## src/rtl/lp_pkg.sv

```systemverilog
package lp_pkg;
    typedef enum logic [1:0] {
        ST_IDLE    = 2'd0,
        ST_WAIT_HI = 2'd1,
        ST_WAIT_LO = 2'd2
    } lp_state_e;
endpackage

```

## src/rtl/lp_sync.sv

```systemverilog
module lp_sync #(
    parameter int             W      = 1,
    parameter int             STAGES = 2,
    parameter logic [W-1:0]   RST    = '0
) (
    input  logic         clk,
    input  logic         rst_n,
    input  logic [W-1:0] d_i,
    output logic [W-1:0] q_o
);
    logic [STAGES-1:0][W-1:0] stg_q;

    always_ff @(posedge clk or negedge rst_n) begin
        if (!rst_n) begin
            for (int i = 0; i < STAGES; i++) stg_q[i] <= RST;
        end else begin
            stg_q[0] <= d_i;
            for (int i = 1; i < STAGES; i++) stg_q[i] <= stg_q[i-1];
        end
    end

    assign q_o = stg_q[STAGES-1];
endmodule

```

## src/rtl/lp_timer.sv

```systemverilog
module lp_timer #(
    parameter int LIMIT = 1000
) (
    input  logic clk,
    input  logic rst_n,
    input  logic clr_i,
    output logic expired_o
);
    localparam int CW = $clog2(LIMIT + 1);
    logic [CW-1:0] cnt_d, cnt_q;

    always_comb begin
        cnt_d = cnt_q;
        if (clr_i)                         cnt_d = '0;
        else if (cnt_q != CW'(LIMIT - 1))  cnt_d = cnt_q + CW'(1);
    end

    always_ff @(posedge clk or negedge rst_n) begin
        if (!rst_n) cnt_q <= '0;
        else        cnt_q <= cnt_d;
    end

    assign expired_o = (cnt_q == CW'(LIMIT - 1));
endmodule

```

## src/rtl/lp_count.sv

```systemverilog
module lp_count #(
    parameter int N = 50
) (
    input  logic clk,
    input  logic rst_n,
    input  logic clr_i,
    input  logic inc_i,
    output logic last_o
);
    localparam int CW = (N > 1) ? $clog2(N) : 1;
    logic [CW-1:0] cnt_d, cnt_q;

    always_comb begin
        cnt_d = cnt_q;
        if (clr_i)      cnt_d = '0;
        else if (inc_i) cnt_d = cnt_q + CW'(1);
    end

    always_ff @(posedge clk or negedge rst_n) begin
        if (!rst_n) cnt_q <= '0;
        else        cnt_q <= cnt_d;
    end

    assign last_o = (cnt_q == CW'(N - 1));
endmodule

```

## src/rtl/link_probe.sv

```systemverilog
module link_probe
    import lp_pkg::*;
#(
    parameter int CYCLES      = 50,
    parameter int TIMEOUT     = 100000,
    parameter int SYNC_STAGES = 2
) (
    input  logic clk,
    input  logic rst_n,
    input  logic trig_i,
    input  logic mode_i,
    input  logic req_i,
    output logic ack_o,
    output logic pass_o,
    output logic fail_o
);
    typedef struct packed {
        lp_state_e state;
        logic      trig_prev;
        logic      ack;
        logic      pass;
        logic      fail;
    } lp_regs_t;

    localparam lp_regs_t REGS_RST = '{state: ST_IDLE, trig_prev: 1'b0,
                                      ack: 1'b1, pass: 1'b0, fail: 1'b0};

    lp_regs_t r_d, r_q;
    logic     trig_s, mode_s, req_s;
    logic     trig_edge, busy;
    logic     tmr_clr, tmr_exp;
    logic     cnt_clr, cnt_inc, cnt_last;

    lp_sync #(.W(3), .STAGES(SYNC_STAGES), .RST(3'b010)) u_sync (
        .clk   (clk),
        .rst_n (rst_n),
        .d_i   ({trig_i, mode_i, req_i}),
        .q_o   ({trig_s, mode_s, req_s})
    );

    lp_timer #(.LIMIT(TIMEOUT)) u_timer (
        .clk       (clk),
        .rst_n     (rst_n),
        .clr_i     (tmr_clr),
        .expired_o (tmr_exp)
    );

    lp_count #(.N(CYCLES)) u_count (
        .clk    (clk),
        .rst_n  (rst_n),
        .clr_i  (cnt_clr),
        .inc_i  (cnt_inc),
        .last_o (cnt_last)
    );

    assign trig_edge = trig_s & ~r_q.trig_prev;
    assign busy      = (r_q.state != ST_IDLE);

    always_comb begin
        r_d           = r_q;
        r_d.trig_prev = trig_s;
        r_d.pass      = 1'b0;
        r_d.fail      = 1'b0;
        cnt_clr       = 1'b0;
        cnt_inc       = 1'b0;
        unique case (r_q.state)
            ST_IDLE: begin
                r_d.ack = 1'b1;
                if (trig_edge && !mode_s) begin
                    r_d.state = ST_WAIT_HI;
                    cnt_clr   = 1'b1;
                end
            end
            ST_WAIT_HI: begin
                if (req_s) begin
                    r_d.ack   = 1'b0;
                    r_d.state = ST_WAIT_LO;
                end else if (tmr_exp) begin
                    r_d.fail  = 1'b1;
                    r_d.ack   = 1'b1;
                    r_d.state = ST_IDLE;
                end
            end
            ST_WAIT_LO: begin
                if (!req_s) begin
                    r_d.ack = 1'b1;
                    if (cnt_last) begin
                        r_d.pass  = 1'b1;
                        r_d.state = ST_IDLE;
                    end else begin
                        cnt_inc   = 1'b1;
                        r_d.state = ST_WAIT_HI;
                    end
                end else if (tmr_exp) begin
                    r_d.fail  = 1'b1;
                    r_d.ack   = 1'b1;
                    r_d.state = ST_IDLE;
                end
            end
            default: r_d = REGS_RST;
        endcase
        tmr_clr = (r_q.state == ST_IDLE) || (r_d.state != r_q.state);
    end

    always_ff @(posedge clk or negedge rst_n) begin
        if (!rst_n) r_q <= REGS_RST;
        else        r_q <= r_d;
    end

    assign ack_o  = r_q.ack;
    assign pass_o = r_q.pass;
    assign fail_o = r_q.fail;
endmodule

```

## config.mk

```make
export PLATFORM = sky130hd
export DESIGN_NAME = link_probe
export DESIGN_NICKNAME = d
export VERILOG_FILES = /design/src/rtl/lp_pkg.sv /design/src/rtl/lp_sync.sv /design/src/rtl/lp_timer.sv /design/src/rtl/lp_count.sv /design/src/rtl/link_probe.sv
export SDC_FILE = /design/constraint.sdc
export NUM_CORES = 1
export LEC_CHECK = 0
export ABC_AREA = 1
export CAP_MARGIN = 20
export CORE_UTILIZATION = 40
export CTS_BUF_LIST = sky130_fd_sc_hd__clkbuf_4 sky130_fd_sc_hd__clkbuf_8
export DETAILED_ROUTE_END_ITERATION = 16
export PLACE_DENSITY = 0.63
export SLEW_MARGIN = 20
export SYNTH_ARGS = -nofsm -noshare
export SYNTH_HDL_FRONTEND = slang
export SYNTH_SLANG_ARGS = --single-unit
```

## constraint.sdc

```tcl
create_clock -name clk -period 3.81 [get_ports clk]
set_input_delay 0.762 -clock clk [delete_from_list [all_inputs] [get_ports clk]]
set_output_delay 0.762 -clock clk [all_outputs]
set_load 0.005 [all_outputs]
```

# After elaboration in Yosys (flattened, before gate mapping)

Index checks and enable logic that the tools add are counted.
Widths: inputs -> output; s select.

Eq/ne operators: 6
Bitwise operators: 2
Muxes and demuxes: 27
Add/sub/neg operators: 2
Reduce and logical (&&, ||, !) cells: 7

Operators by type and width:

| kind                  | count |
|---|---|
| $mux 17               | 2 |
| $add 17x1->17 const B | 1 |
| $eq 17x17->1 const B  | 1 |
| $ne 17x17->1 const B  | 1 |
| $mux 1                | 16 |
| $mux 6                | 2 |
| $mux 2                | 4 |
| $add 6x1->6 const B   | 1 |
| $eq 6x6->1 const B    | 1 |
| $pmux 2 s3            | 1 |
| $pmux 1 s2            | 2 |
| $reduce_bool 2->1     | 2 |
| $reduce_or 3->1       | 1 |
| $eq 2x1->1 const B    | 1 |
| $eq 2x2->1 const B    | 1 |
| $logic_not 2->1       | 1 |
| $ne 2x2->1            | 1 |
| $and 1x1->1           | 1 |
| $logic_and 1x1->1     | 1 |
| $logic_not 1->1       | 1 |
| $logic_or 1x1->1      | 1 |
| $not 1->1             | 1 |

Output and inout port bits: 3
Logic and storage cells: 53
Register bits after elaboration: 35
Bits of input ports: 5

# Logic depth before layout (Yosys ltp)

Depth in word-level cells: 8
Gate-level depth with buffers: 14
Mapped depth without buffers: 13

# Cells and area by module

A second synthesis with hierarchy kept.

Cells, all modules: 280
Area, all modules: 2,089.5 um2

By module, submodules not included:

| module     | seq. area each (um2) | cells an instance | area each (um2) | instances |
|---|---|---|---|---|
| lp_timer   | 425.4                | 163               | 1,119.8         | 1 |
| link_probe | 151.4                | 59                | 417.9           | 1 |
| lp_count   | 150.1                | 49                | 376.6           | 1 |
| lp_sync    | 152.6                | 9                 | 175.2           | 1 |

# Least setup slack after synthesis

No wires, ideal clock.

Kind: flip-flop to flip-flop
Start: register r_q[4] in the netlist's numbering
End: register u_timer.cnt_q[0]
Library setup time: 0.068 ns
Slack: 1.949 ns
Cell stages (with the launch flop): 15
Arrival time: 1.793 ns
Period minus slack after synthesis: 1.861 ns
Path buffers: 1
Required time: 3.742 ns
Cells stage by stage: dfrtp_1 inv_1 ha_1 inv_1 nor2_1 nand2_1 clkinv_1 nor2_4 nand2_2 nand3_2 nand2_2 nor2_2 nand2_4 buf_12 nor2_4

Longest elaborated chain between the ends: 6
Elaborated cells on any way between the ends: 12
Those cells by class: 3 x eq/ne; 6 x mux; 3 x reduce/logical

Ends and longest elaborated chain:

| item                                         | line                               | RTL |
|---|---|---|
| from (decl)                                  | link_probe.sv:28                   | `lp_regs_t r_d, r_q;` |
| from (signal assigned)                       | link_probe.sv:107                  | `else r_q <= r_d;` |
| $mux 2                                       | link_probe.sv:78, link_probe.sv:94 |  |
| $mux 2, on equally long branches             | link_probe.sv:85, link_probe.sv:75 |  |
| $pmux 2 s3                                   | link_probe.sv:66                   | `unique case (r_q.state)` |
| $ne 2x2->1                                   | link_probe.sv:102                  | `tmr_clr = (r_q.state == ST_IDLE) \|\| (r_d.state != r_q.state);` |
| $logic_or 1x1->1 *                           | link_probe.sv:102                  |  |
| $mux 17 or $reduce_bool 2->1 (tied branches) | -                                  |  |
| to (signal assigned)                         | lp_timer.sv:20                     | `else cnt_q <= cnt_d;` |
| to (decl)                                    | lp_timer.sv:10                     | `logic [CW-1:0] cnt_d, cnt_q;` |

Mark *: on every way between the ends. The rest lies on a longest branch, timed or not.
A chain may end at the register's enable or synchronous reset.

# Worst setup path in the final report

Start: register r_q[4] in the netlist's numbering
End: register u_timer.cnt_q[8]

The elaborated chain is that of the path after synthesis.

==> Implementation_results.wiki <==
{| class="wikitable"
! Metric !! Value
|-
| Clock Skews || 0.0116 ns
|-
| Post-CTS setup buffer count || 0
|-
| Die Wd || 70.8 um
|-
| Final Hold Viols || 0
|-
| CP Class || flip-flop to flip-flop
|-
| Largest incremental delay on the critical path || 0.37 ns
|-
| Floorplan core area || 4440 um2
|-
| Die Span Y || 70.8 um
|-
| Post-detailed-route wirelength per cell || roughly 11 um
|-
| Cell Count Post-Placement || 267
|-
| FILL cells || 440
|-
| Cell row count || 24
|-
| Status || finished clean
|-
| List of cells traversed by the critical path || inv_1, ha_1, inv_1, nor2_1, nand2_1, clkinv_1, nor2_4, nand2_2, nand3_2, nand2_2, nor2_2, nand2_4, nor2_1
|-
| I/O pin count || 8
|-
| Relative slew margins || 0.500
|-
| Share of synthesized registers carrying an async set or reset || 1.00
|-
| Weighted congestion reported at the end of routability-driven placement || 0.808
|-
| Total number of clock tree sinks || 35
|-
| Share of the clock period used by the worst path || 0.564
|-
| Summed negative setup slack over all endpoints || 0 ns
|-
| Initial core utilization || 0.427
|-
| TritonCTS clock tree || done
|-
| Number of vias in the routed layout || 1284
|-
| Clock slew at the register clock pins of the worst setup and hold paths || around 0.070 ns
|-
| Synthesis-stage register bit count || 35
|-
| Number of antenna repair diodes || 0
|-
| DRC violation count after routing || 0
|-
| Die Footprint || about 5000 um2
|-
| Hold crit path type || flip-flop to flip-flop
|-
| Number of port buffers || 7
|-
| Final instance count without filler cells || around 280
|-
| Grt ovf || 0
|-
| Slowest cell on crit path || sky130_fd_sc_hd__dfrtp_1
|-
| CP arrival || 2.37 ns
|-
| Synthesized area per cell || 9.07 um2
|-
| Dpl hpwl || about 2200 um
|-
| Peak supply drop || 228 uV
|-
| EDFF count, synth || 0
|-
| Post-synthesis cell area || about 1900 um2
|-
| Detailed-route wire length || between 3000 and 4000 um
|-
| Slew of the pin with the lowest slew margin || 0.750 ns
|-
| Net count of the mapped netlist || 221
|-
| Total of max-cap violations || 0
|-
| Count of buffering cells on the critical path with inverters included || 3
|-
| Max Transition Viols Final || 0
|-
| # nets final || 234
|-
| Register Area || 880 um2
|-
| Wire length of the first global-routing pass || 5760 um
|-
| Skew-Pair Late Insertion Delay || ~0.29 ns
|-
| Antenna-violating nets left || 0
|-
| Warning count from the yosys run || 0
|-
| Via count of the first global-routing pass || approximately 1.3k
|-
| Post-Syn Instances || between 200 and 250
|-
| Num CTS Buffers || 5
|-
| Initial antenna violation count || 0
|-
| R2r setup slk || 1.66 ns
|-
| Pin count of the biggest net entering global routing || 36
|-
| Fin crit period || 2.15 ns
|-
| Setup violators final || 0
|-
| Biggest fanout along the worst timing path || 17
|-
| Number of buffers inserted for hold repair after clock tree synthesis || 0
|-
| Area growth from synthesis to final layout || 12.0%
|-
| Cell class contributing the biggest share of worst-path delay || simple AND/OR/NAND/NOR gates
|-
| Unique cell type count in the Yosys netlist || 29
|-
| DRC marker count from the first detailed-route iteration || 43
|-
| First-pass DRT Iterations || 6
|-
| Data required time at the worst endpoint || 4.03 ns
|-
| Sequential cell area fraction in the yosys report || 0.464
|-
| Unrepaired setup endpoints after global routing || no
|-
| Largest buffer count on any clock path || 2
|-
| Share of post-route cells with drive strength above 1 || 0.152
|-
| Total of cells resized after clock tree synthesis || 0
|-
| Achievable clock frequency || 465 MHz
|-
| Multi-input gate area || around 880 um2
|-
| Cell at the root of the clock tree || sky130_fd_sc_hd__clkbuf_8
|-
| Vias per std cell || 4.67
|-
| Total Power || 0.00119 W
|-
| Post-route worst hold slack || between 0.3 and 0.4 ns
|-
| Most used DFF post-synth || sky130_fd_sc_hd__dfrtp_1
|-
| # H-tree levels || 2
|-
| Critical path endpoint category || flip-flop
|-
| Pwr/cell area || roughly 560 nW/um2
|-
| Total global routing track utilization || 0.149
|-
| Startpoint Class || flip-flop
|-
| Static leakage power || approximately 0.92 nW
|-
| Post-Route Utilization || 0.478
|}
-- synth_stat cells, types with 2 or more instances --
master,instances,share of area
sky130_fd_sc_hd__dfstp_2,3,0.042
sky130_fd_sc_hd__inv_1,30,0.059
sky130_fd_sc_hd__ha_1,7,0.046
sky130_fd_sc_hd__dfrtp_1,32,0.42
sky130_fd_sc_hd__nor2_4,11,0.065
sky130_fd_sc_hd__nand2_1,32,0.063
sky130_fd_sc_hd__nand3_1,10,0.026
sky130_fd_sc_hd__nand2_2,5,0.017
sky130_fd_sc_hd__nand4_1,6,0.020
sky130_fd_sc_hd__a21oi_1,4,0.011
sky130_fd_sc_hd__xor2_1,11,0.051
sky130_fd_sc_hd__o21ai_0,7,0.018
sky130_fd_sc_hd__xnor2_1,3,0.014
sky130_fd_sc_hd__nor3_1,10,0.026
sky130_fd_sc_hd__and3_1,2,0.0066
sky130_fd_sc_hd__nor2_1,23,0.046
-- per-layer routing --
layer	vias to the layer above	routed length, um	track usage	part of all wire
met5	-	0	0	0
li1	685	-	-	-
met1	575	1560	0.195	0.51
met3	7	95	0.0513	0.031
met2	17	1350	0.225	0.44
met4	0	65	0.0600	0.021
-- flip-flops by register name, indices dropped and copies added (netlist names) --
signal,flops
fail_o,1
u_timer.cnt_q,17
r_q,3
ack_o,1
u_count.cnt_q,6
u_sync.q_o,3
u_sync.stg_q,3
pass_o,1
-- final timing paths --
path                                  from                to  depth (start not counted)
max in group asynchronous            rst_n  u_timer.cnt_q[1]                          1
hold reg to reg            u_sync.stg_q[0]     u_sync.q_o[0]                          0
setup / recovery                    r_q[4]  u_timer.cnt_q[8]                         13
setup reg to reg                    r_q[4]  u_timer.cnt_q[8]                         13
min in group asynchronous            rst_n  u_timer.cnt_q[9]                          1
hold / removal             u_sync.stg_q[0]     u_sync.q_o[0]                          0
-- cells by family after synthesis --
kind of cell | count (synthesis) | synth area share
AOI/OAI and AO/OA | 15 | 0.0442
buffers and inverters | 32 | 0.0719
adders and majority gates | 7 | 0.0462
xor gates and xnor gates | 14 | 0.0647
and+or+nand+nor | 106 | 0.309
DFF | 35 | 0.464
-- per-stage QoR --
step / cell area [um2] / setup slack, ns
5_1_grt: 2120 / 1.38
6_report: 2120 / 1.66
2_1_floorplan: 1900 / 1.95
3_3_place_gp: 2010 / 1.67
3_5_place_dp: 2010 / 1.64
4_1_cts: 2120 / 1.62
-- worst register-to-register path, delay by kind of cell, from the launching register on --
kind,cells,cell delay [ns]
adder cells (fa/ha/maj),1,0.23
buffers and inverters,3,0.40
flip-flops,1,0.37
AND/OR/NAND/NOR,9,1.07
-- where the power goes --
group / total (W) / internal [W] / switching, W / leakage, nW
logic: 0.000390 / 0.000129 / 0.000261 / 0.402
registers: 0.000452 / 0.000418 / 0.0000339 / 0.462
clock network: 0.000346 / 0.000212 / 0.000134 / 0.0612
total: 0.00119 / 0.000758 / 0.000430 / 0.925
-- cells in the final DEF, fill, tap and decap left out --
cell type,netlist,routed
sky130_fd_sc_hd__xor2_1,11,11
sky130_fd_sc_hd__dfrtp_1,32,32
sky130_fd_sc_hd__dfstp_2,3,3
sky130_fd_sc_hd__nor3_1,10,10
sky130_fd_sc_hd__nand3_4,1,1
sky130_fd_sc_hd__o31ai_1,1,1
sky130_fd_sc_hd__inv_1,30,30
sky130_fd_sc_hd__xnor2_1,3,3
sky130_fd_sc_hd__nand2_1,32,32
sky130_fd_sc_hd__nand3_1,10,10
sky130_fd_sc_hd__nand2_4,1,1
sky130_fd_sc_hd__or2_2,1,1
sky130_fd_sc_hd__nand3_2,1,1
sky130_fd_sc_hd__nor2_2,1,1
sky130_fd_sc_hd__nand4_1,6,6
sky130_fd_sc_hd__buf_2,0,1
sky130_fd_sc_hd__nand2_2,5,5
sky130_fd_sc_hd__o22ai_1,1,1
sky130_fd_sc_hd__ha_1,7,7
sky130_fd_sc_hd__a21oi_1,4,4
sky130_fd_sc_hd__nor2_4,11,11
sky130_fd_sc_hd__clkbuf_8,0,6
sky130_fd_sc_hd__o21bai_1,1,1
sky130_fd_sc_hd__and3_1,2,2
sky130_fd_sc_hd__nor4_1,1,1
sky130_fd_sc_hd__clkdlybuf4s50_1,0,6
sky130_fd_sc_hd__nor2_1,23,23
sky130_fd_sc_hd__o21ai_0,7,7
sky130_fd_sc_hd__a211oi_1,1,1
sky130_fd_sc_hd__clkinv_2,0,1
sky130_fd_sc_hd__nor3_4,1,1
sky130_fd_sc_hd__clkinv_1,1,1
sky130_fd_sc_hd__bufinv_16,0,1
-- layout make-up --
class | count | area share
Clock inverter | 2 | 0.0165
Tap cell | 52 | 0.0306
Multi-Input combinational cell | 142 | 0.414
Inverter | 31 | 0.0548
Timing Repair Buffer | 7 | 0.0306
Sequential cell | 35 | 0.414
Clock buffer | 6 | 0.0389
(Power assumes the default switching activity.)
